File: config.mk
export PLATFORM = sky130hd
export DESIGN_NAME = txr_dma_top
export DESIGN_NICKNAME = d
export VERILOG_FILES = /design/src/rtl/txr_pkg.sv /design/src/rtl/txr_regs.sv /design/src/rtl/txr_walker.sv /design/src/rtl/txr_dma_top.sv
export SDC_FILE = /design/constraint.sdc
export NUM_CORES = 1
export LEC_CHECK = 0
export ABC_AREA = 1
export BUFFER_PORTS_ARGS = -buffer_cell sky130_fd_sc_hd__buf_4
export CAP_MARGIN = 10
export CORE_AREA = 4 4 153 155
export CTS_CLUSTER_DIAMETER = 100
export DETAILED_ROUTE_END_ITERATION = 8
export DIE_AREA = 0 0 157 159
export GPL_TIMING_DRIVEN = 0
export PLACE_DENSITY = 0.73
export SETUP_SLACK_MARGIN = 0.4
export SLEW_MARGIN = 20
export SYNTH_ARGS = -nofsm -noshare
export SYNTH_HDL_FRONTEND = slang
export SYNTH_SLANG_ARGS = --single-unit
File: constraint.sdc
create_clock -name clk -period 5.6 [get_ports clk]
set_input_delay 0.28 -clock clk [delete_from_list [all_inputs] [get_ports clk]]
set_output_delay 0.28 -clock clk [all_outputs]
set_load 0.1 [all_outputs]
File: src/rtl/txr_pkg.sv
package txr_pkg;
    localparam int WORD_W   = 32;
    localparam int LEN_W    = 11;
    localparam int NUM_IRQ  = 2;
    localparam int BIT_IRQ  = 31;
    localparam int BIT_LAST = 30;

    localparam logic [2:0] RA_DBASE = 3'd0;
    localparam logic [2:0] RA_SBASE = 3'd1;
    localparam logic [2:0] RA_LAST  = 3'd2;
    localparam logic [2:0] RA_PROD  = 3'd3;
    localparam logic [2:0] RA_CONS  = 3'd4;
    localparam logic [2:0] RA_EN    = 3'd5;
    localparam logic [2:0] RA_STAT  = 3'd6;
    localparam logic [2:0] RA_CLR   = 3'd7;

    typedef enum logic [2:0] {
        ST_IDLE, ST_FETCH_PTR, ST_FETCH_CTL, ST_ISSUE, ST_WRITE_STAT, ST_STEP
    } walk_state_e;
endpackage

File: src/rtl/txr_regs.sv
module txr_regs
    import txr_pkg::*;
#(
    parameter int IDX_W = 8
) (
    input  logic               clk,
    input  logic               rst_n,
    input  logic               wr_en,
    input  logic [2:0]         wr_addr,
    input  logic [WORD_W-1:0]  wr_data,
    input  logic [2:0]         rd_addr,
    output logic [WORD_W-1:0]  rd_data,
    output logic [WORD_W-1:0]  desc_base,
    output logic [WORD_W-1:0]  stat_base,
    output logic [IDX_W-1:0]   ring_last,
    output logic [IDX_W-1:0]   produce,
    input  logic [IDX_W-1:0]   consume,
    input  logic               set_frag,
    input  logic               set_ring,
    output logic               irq
);
    logic [WORD_W-3:0]  dbase_q, sbase_q;
    logic [IDX_W-1:0]   last_q, prod_q;
    logic [NUM_IRQ-1:0] en_q, stat_q, clr_mask, set_mask;

    assign clr_mask = (wr_en && wr_addr == RA_CLR) ? wr_data[NUM_IRQ-1:0] : '0;
    assign set_mask = {set_ring, set_frag};

    always_ff @(posedge clk or negedge rst_n) begin
        if (!rst_n) begin
            dbase_q <= '0;
            sbase_q <= '0;
            last_q  <= '0;
            prod_q  <= '0;
            en_q    <= '0;
            stat_q  <= '0;
        end else begin
            if (wr_en) begin
                unique case (wr_addr)
                    RA_DBASE: dbase_q <= wr_data[WORD_W-1:2];
                    RA_SBASE: sbase_q <= wr_data[WORD_W-1:2];
                    RA_LAST:  last_q  <= wr_data[IDX_W-1:0];
                    RA_PROD:  prod_q  <= wr_data[IDX_W-1:0];
                    RA_EN:    en_q    <= wr_data[NUM_IRQ-1:0];
                    default:  ;
                endcase
            end
            stat_q <= (stat_q & ~clr_mask) | set_mask;
        end
    end

    always_comb begin
        unique case (rd_addr)
            RA_DBASE: rd_data = {dbase_q, 2'b00};
            RA_SBASE: rd_data = {sbase_q, 2'b00};
            RA_LAST:  rd_data = WORD_W'(last_q);
            RA_PROD:  rd_data = WORD_W'(prod_q);
            RA_CONS:  rd_data = WORD_W'(consume);
            RA_EN:    rd_data = WORD_W'(en_q);
            RA_STAT:  rd_data = WORD_W'(stat_q);
            default:  rd_data = '0;
        endcase
    end

    assign desc_base = {dbase_q, 2'b00};
    assign stat_base = {sbase_q, 2'b00};
    assign ring_last = last_q;
    assign produce   = prod_q;
    assign irq       = |(stat_q & en_q);

    // an enable write leaves status untouched
    a_r9_enable_keeps_status: assert property (@(posedge clk) disable iff (!rst_n)
        (wr_en && wr_addr == RA_EN && !set_frag && !set_ring) |=> $stable(stat_q));
    // a set from the engine survives a concurrent clear
    a_r8_set_beats_clear: assert property (@(posedge clk) disable iff (!rst_n)
        set_ring |=> stat_q[1]);
    a_r8_frag_set_beats_clear: assert property (@(posedge clk) disable iff (!rst_n)
        set_frag |=> stat_q[0]);
endmodule

File: src/rtl/txr_walker.sv
module txr_walker
    import txr_pkg::*;
#(
    parameter int IDX_W = 8
) (
    input  logic               clk,
    input  logic               rst_n,
    input  logic [WORD_W-1:0]  desc_base,
    input  logic [WORD_W-1:0]  stat_base,
    input  logic [IDX_W-1:0]   ring_last,
    input  logic [IDX_W-1:0]   produce,
    output logic [IDX_W-1:0]   consume,
    output logic               set_frag,
    output logic               set_ring,
    output logic               mem_req,
    output logic               mem_we,
    output logic [WORD_W-1:0]  mem_addr,
    output logic [WORD_W-1:0]  mem_wdata,
    input  logic               mem_ack,
    input  logic [WORD_W-1:0]  mem_rdata,
    output logic               frag_valid,
    output logic [WORD_W-1:0]  frag_addr,
    output logic [LEN_W-1:0]   frag_len,
    output logic               frag_last,
    input  logic               frag_ready
);
    localparam int PAD_D = WORD_W - IDX_W - 3;
    localparam int PAD_S = WORD_W - IDX_W - 2;

    walk_state_e        state_q, state_d;
    logic [IDX_W-1:0]   ci_q, ci_nxt;
    logic [WORD_W-1:0]  ptr_q, desc_addr, stat_addr;
    logic [LEN_W-1:0]   len_q;
    logic               irq_q, last_q;

    assign ci_nxt    = (ci_q == ring_last) ? '0 : ci_q + 1'b1;
    assign desc_addr = desc_base + {{PAD_D{1'b0}}, ci_q, 3'b000};
    assign stat_addr = stat_base + {{PAD_S{1'b0}}, ci_q, 2'b00};

    always_ff @(posedge clk or negedge rst_n) begin
        if (!rst_n) state_q <= ST_IDLE;
        else        state_q <= state_d;
    end

    always_comb begin
        state_d = state_q;
        unique case (state_q)
            ST_IDLE:       if (ci_q != produce) state_d = ST_FETCH_PTR;
            ST_FETCH_PTR:  if (mem_ack)         state_d = ST_FETCH_CTL;
            ST_FETCH_CTL:  if (mem_ack)         state_d = ST_ISSUE;
            ST_ISSUE:      if (frag_ready)      state_d = ST_WRITE_STAT;
            ST_WRITE_STAT: if (mem_ack)         state_d = ST_STEP;
            ST_STEP:                            state_d = ST_IDLE;
            default:                            state_d = ST_IDLE;
        endcase
    end

    always_ff @(posedge clk or negedge rst_n) begin
        if (!rst_n) begin
            ci_q   <= '0;
            ptr_q  <= '0;
            len_q  <= '0;
            irq_q  <= 1'b0;
            last_q <= 1'b0;
        end else begin
            if (state_q == ST_FETCH_PTR && mem_ack) ptr_q <= mem_rdata;
            if (state_q == ST_FETCH_CTL && mem_ack) begin
                irq_q  <= mem_rdata[BIT_IRQ];
                last_q <= mem_rdata[BIT_LAST];
                len_q  <= mem_rdata[LEN_W-1:0];
            end
            if (state_q == ST_STEP) ci_q <= ci_nxt;
        end
    end

    always_comb begin
        mem_req    = 1'b0;
        mem_we     = 1'b0;
        mem_addr   = '0;
        mem_wdata  = '0;
        frag_valid = 1'b0;
        set_frag   = 1'b0;
        set_ring   = 1'b0;
        unique case (state_q)
            ST_FETCH_PTR: begin
                mem_req  = 1'b1;
                mem_addr = desc_addr;
            end
            ST_FETCH_CTL: begin
                mem_req  = 1'b1;
                mem_addr = desc_addr + 32'd4;
            end
            ST_ISSUE: frag_valid = 1'b1;
            ST_WRITE_STAT: begin
                mem_req   = 1'b1;
                mem_we    = 1'b1;
                mem_addr  = stat_addr;
                mem_wdata[BIT_LAST]  = last_q;
                mem_wdata[LEN_W-1:0] = len_q;
            end
            ST_STEP: begin
                set_frag = irq_q;
                set_ring = (ci_nxt == produce);
            end
            default: ;
        endcase
    end

    assign consume   = ci_q;
    assign frag_addr = ptr_q;
    assign frag_len  = len_q;
    assign frag_last = last_q;

    // request held stable until acknowledged
    a_r11_mem_hold: assert property (@(posedge clk) disable iff (!rst_n)
        (mem_req && !mem_ack) |=> (mem_req && $stable(mem_addr) && $stable(mem_we)));
    // fragment request held stable until accepted
    a_r3_frag_hold: assert property (@(posedge clk) disable iff (!rst_n)
        (frag_valid && !frag_ready) |=> (frag_valid && $stable(frag_addr) && $stable(frag_len)));
    // consume moves only two cycles after an accepted status write
    a_r5_step_after_write: assert property (@(posedge clk) disable iff (!rst_n)
        !$stable(ci_q) |-> $past(mem_req && mem_we && mem_ack, 2));
    // consume steps by one or wraps at ring last
    a_r5_wrap: assert property (@(posedge clk) disable iff (!rst_n)
        !$stable(ci_q) |-> (ci_q == (($past(ci_q) == $past(ring_last)) ? '0 : $past(ci_q) + 1'b1)));
    // an empty ring issues no request in the following cycle
    a_r6_idle_quiet: assert property (@(posedge clk) disable iff (!rst_n)
        (state_q == ST_IDLE && ci_q == produce) |=> (!mem_req && !frag_valid));
endmodule

File: src/rtl/txr_dma_top.sv
module txr_dma_top
    import txr_pkg::*;
#(
    parameter int IDX_W = 8
) (
    input  logic               clk,
    input  logic               rst_n,
    input  logic               reg_wr_en,
    input  logic [2:0]         reg_wr_addr,
    input  logic [WORD_W-1:0]  reg_wr_data,
    input  logic [2:0]         reg_rd_addr,
    output logic [WORD_W-1:0]  reg_rd_data,
    output logic               mem_req,
    output logic               mem_we,
    output logic [WORD_W-1:0]  mem_addr,
    output logic [WORD_W-1:0]  mem_wdata,
    input  logic               mem_ack,
    input  logic [WORD_W-1:0]  mem_rdata,
    output logic               frag_valid,
    output logic [WORD_W-1:0]  frag_addr,
    output logic [LEN_W-1:0]   frag_len,
    output logic               frag_last,
    input  logic               frag_ready,
    output logic               irq
);
    logic [WORD_W-1:0] desc_base, stat_base;
    logic [IDX_W-1:0]  ring_last, produce, consume;
    logic              set_frag, set_ring;

    txr_regs #(.IDX_W(IDX_W)) i_regs (
        .clk, .rst_n,
        .wr_en(reg_wr_en), .wr_addr(reg_wr_addr), .wr_data(reg_wr_data),
        .rd_addr(reg_rd_addr), .rd_data(reg_rd_data),
        .desc_base, .stat_base, .ring_last, .produce, .consume,
        .set_frag, .set_ring, .irq
    );

    txr_walker #(.IDX_W(IDX_W)) i_walker (
        .clk, .rst_n,
        .desc_base, .stat_base, .ring_last, .produce, .consume,
        .set_frag, .set_ring,
        .mem_req, .mem_we, .mem_addr, .mem_wdata, .mem_ack, .mem_rdata,
        .frag_valid, .frag_addr, .frag_len, .frag_last, .frag_ready
    );
endmodule

==> metrics <==
outcome finished clean; maximum cell stage delay along the critical path 0.59 ns; port bufs 195; total CTS buffers 17; WS Path Type flip-flop to output port; cts-stage hold buffer count 1; count of antenna diodes in the layout 0; final wirelength 33700 µm; FMAX 0.236 GHz; dpl hpwl 27300 µm; post-detailed-route DRC marker count 0; total of cells resized after clock tree synthesis 0; H-tree Lvls 4; number of iterations in the first detailed-routing pass 5; worst-case clock buffer depth 2; count of routing violations after the opening detailed-route iteration 1034; area overhead of the layout relative to synthesis 26.3%; worst setup slack for register-to-register paths 2.92 ns; crit path max fanout 8; global-route wire length before repair 53300 µm; multi-input gate area in the final layout 5280 µm²; Vias/cell 5.33; number of endpoints failing setup at the final stage 0; Top FF cell, synth sky130_fd_sc_hd__dfrtp_1; number of maximum-capacitance violations 0; number of fill cells in the layout 2124; Netlist Area Pre-Place 9760 µm²; signal arrival time at the worst endpoint 3.96 ns; Peak VDD IR 626 µV; Critical Path, Cell by Cell ha_1 -> inv_1 -> fa_1 -> inv_1 -> nand2_1 -> nand2_1 -> nand2_1 -> xor2_1 -> nor2_2 -> nand3_1 -> nor2_2 -> nand2_2 -> nor2_4 -> nand3_1 -> nand2_1 -> nand2_1 -> nand2_1 -> buf_4; placement row count 54; Tightest Pin Transition 1.05 ns; classification of the worst-slack hold path input pin to flip-flop; final-stage net count 1797; unrepaired setup endpoints after global routing no; complex-gate fraction of the synthesized area 13.6%; number of slew-limit violations in the final report 0; vias post-DR 10600; Die Y-Extent 159 µm; Post-Route Skew 0.00936 ns; number of synthesized register bits 136; share of Yosys cell area claimed by the top area cell type 34.9%; number of global-route vias before repair 10200; Critical Path Sink Type output port; post-CTS setup-driven buffer insertion count 0; most instantiated cells after synthesis sky130_fd_sc_hd__nand2_1 (429), sky130_fd_sc_hd__inv_1 (217), sky130_fd_sc_hd__o21ai_0 (159); most repeated cell in the gate-level netlist after synthesis sky130_fd_sc_hd__nand2_1; Final Critical Period 4.24 ns; library cell occupying the most area in the post-synthesis netlist sky130_fd_sc_hd__dfrtp_1; largest net degree at the start of global routing 101; Power per Cell Area 576 nW/µm²; arithmetic-cell share of the synthesized area counting full adders, half adders and majority gates 2.72%; Buf+Inv Stages, Crit Path 3; per-instance average area after synthesis 6.66 µm²; share of cell area taken by muxes after synthesis 2.19%; required time worst endpoint 5.32 ns; worst-case hold slack 0.0974 ns; Final Hold Viols 0; RD Place Congestion 0.960; Floorplan Core Area 21800 µm²; count of flip-flops with a built-in enable after synthesis 0; count of mapped cells out of synthesis 1465; standard cell with the maximum stage delay on the critical path sky130_fd_sc_hd__dfrtp_1; starting density of the core 44.7%; die width 157 µm; Worst Setup Slack post-DPL 1.87 ns; headroom to the max-slew limit 29.2%; layout cell share with drive strength beyond 1 17.5%; CTS tree done; Warnings, synthesis 0; Post-Synth XOR/XNOR Area 2.69%; sum of negative setup slack 0 ns; Static Leakage 6.34 nW; number of antenna violations at the first check in global routing 1; CTS Root Cell sky130_fd_sc_hd__clkbuf_16; global routing usage summed across all routing layers 26.7%; total placed instance area 11700 µm²; area share of and/or/nand/nor cells after synthesis 31.9%; worst-skew pair later-pin latency 0.41 ns; FFs w/ async S/R, synth 100%; final global-route overflow total 0; family with the most delay on the worst path simple AND/OR/NAND/NOR gates; number of unique standard cell types used by synthesis 42; dominant cells by area after synthesis sky130_fd_sc_hd__dfrtp_1 (35%), sky130_fd_sc_hd__nand2_1 (16%), sky130_fd_sc_hd__inv_1 (8.3%); final non-filler cell area 12300 µm²; slack of the critical path 1.36 ns; post-detailed-route count of antenna-violating nets 0; Clock Sinks 136; sequential cell area 3400 µm²; portion of the post-synthesis area used by sequential elements 34.9%; final cycle utilization of the critical path 75.8%; main combinational cell family by area after synthesis simple AND/OR/NAND/NOR gates; DIE AREA 25000 µm²; average wire per standard cell 16.9 µm; CP most frequent cell sky130_fd_sc_hd__nand2_1; top-level port count 219; post-CTS clock slew at the launch and capture registers of the worst setup and hold paths 0.06 ns; Worst setup SP type flip-flop
==> flip-flops by register name, indices dropped and copies added, names as in the netlist, 2 cells and up <==
name / count
i_walker.state_q: 3
i_regs.stat_q: 2
i_walker.consume: 8
i_regs.dbase_q: 30
i_walker.frag_addr: 32
i_regs.sbase_q: 30
i_regs.produce: 8
i_regs.en_q: 2
i_walker.frag_len: 11
i_regs.ring_last: 8
==> through the flow <==
step | power [mW] | std cells | utilization [%]
floorplan | 4.86 | 1486 | -
global placement | 5.84 | 1961 | 53.4
detailed placement | 5.89 | 1962 | 53.6
CTS | 7.10 | 1994 | 56.5
global route | 7.43 | 1994 | 56.5
finish | 7.10 | 1994 | 56.5
==> area by class of cell <==
class / count / share of cell area [%]
Buffer: 63 / 2.74
Timing Repair Buffer: 197 / 12.2
Sequential cell: 136 / 27.6
Inverter: 220 / 6.70
Clock inverter: 13 / 1.64
Tap cell: 280 / 2.84
Clock buffer: 18 / 3.48
Multi-Input combinational cell: 1067 / 42.8
==> placed cells by master (no fill, tap or decap), types with 19 or more instances in the layout <==
cell type                  count
sky130_fd_sc_hd__dfrtp_1     136
sky130_fd_sc_hd__inv_1       217
sky130_fd_sc_hd__buf_4       218
sky130_fd_sc_hd__nand2_1     429
sky130_fd_sc_hd__conb_1       22
sky130_fd_sc_hd__clkbuf_1     35
sky130_fd_sc_hd__nand4_1      27
sky130_fd_sc_hd__nor3_1       22
sky130_fd_sc_hd__nor2_1      105
sky130_fd_sc_hd__xor2_1       20
sky130_fd_sc_hd__a21oi_1      25
sky130_fd_sc_hd__nand3_1     122
sky130_fd_sc_hd__mux2_2       19
sky130_fd_sc_hd__o21ai_0     159
==> cells by family (layout without fill, tap and decap cells) <==
family          after synthesis  after routing
compound gates              239            239
xor+xnor                     30             30
fa+ha+maj                    20             20
buf+inv                     283            511
flops                       136            136
mux                          19             19
other cells                   1             22
simple gates                737            737
==> report_power, final <==
part / switching, mW / internal [mW]
combinational: 3.40 / 0.913
clock: 0.411 / 0.785
sequential: 0.319 / 1.27
==> layer usage <==
layer	wire (µm)	part of all wire (%)	global-route usage, %
met5	18	0.053	0
met2	15200	45	42.0
met3	3610	11	6.66
met4	911	2.7	8.40
met1	13900	41	36.1
==> worst reg2reg max path, delay by kind of cell (launching register included) <==
family	cells	cell delay [ns]
buf+inv	3	0.96
flops	1	0.41
mux	1	0.37
simple gates	3	0.83
==> final timing paths <==
path	start	to	cells after the start
min	mem_rdata[19]	i_walker.frag_addr[19]$_DFFE_PN0P_	2
max	i_walker.consume[0]$_DFFE_PN0N_	mem_addr[20]	18
min reg2reg	i_walker.frag_addr[6]$_DFFE_PN0P_	i_walker.frag_addr[6]$_DFFE_PN0P_	2
min in group asynchronous	rst_n	i_walker.frag_addr[12]$_DFFE_PN0P_	2
max reg2reg	i_walker.state_q[0]$_DFFE_PN0P_	i_walker.frag_addr[21]$_DFFE_PN0P_	7
max in group asynchronous	rst_n	i_regs.dbase_q[11]$_DFFE_PN0P_	3
Power figures use the tool's default switching activity.
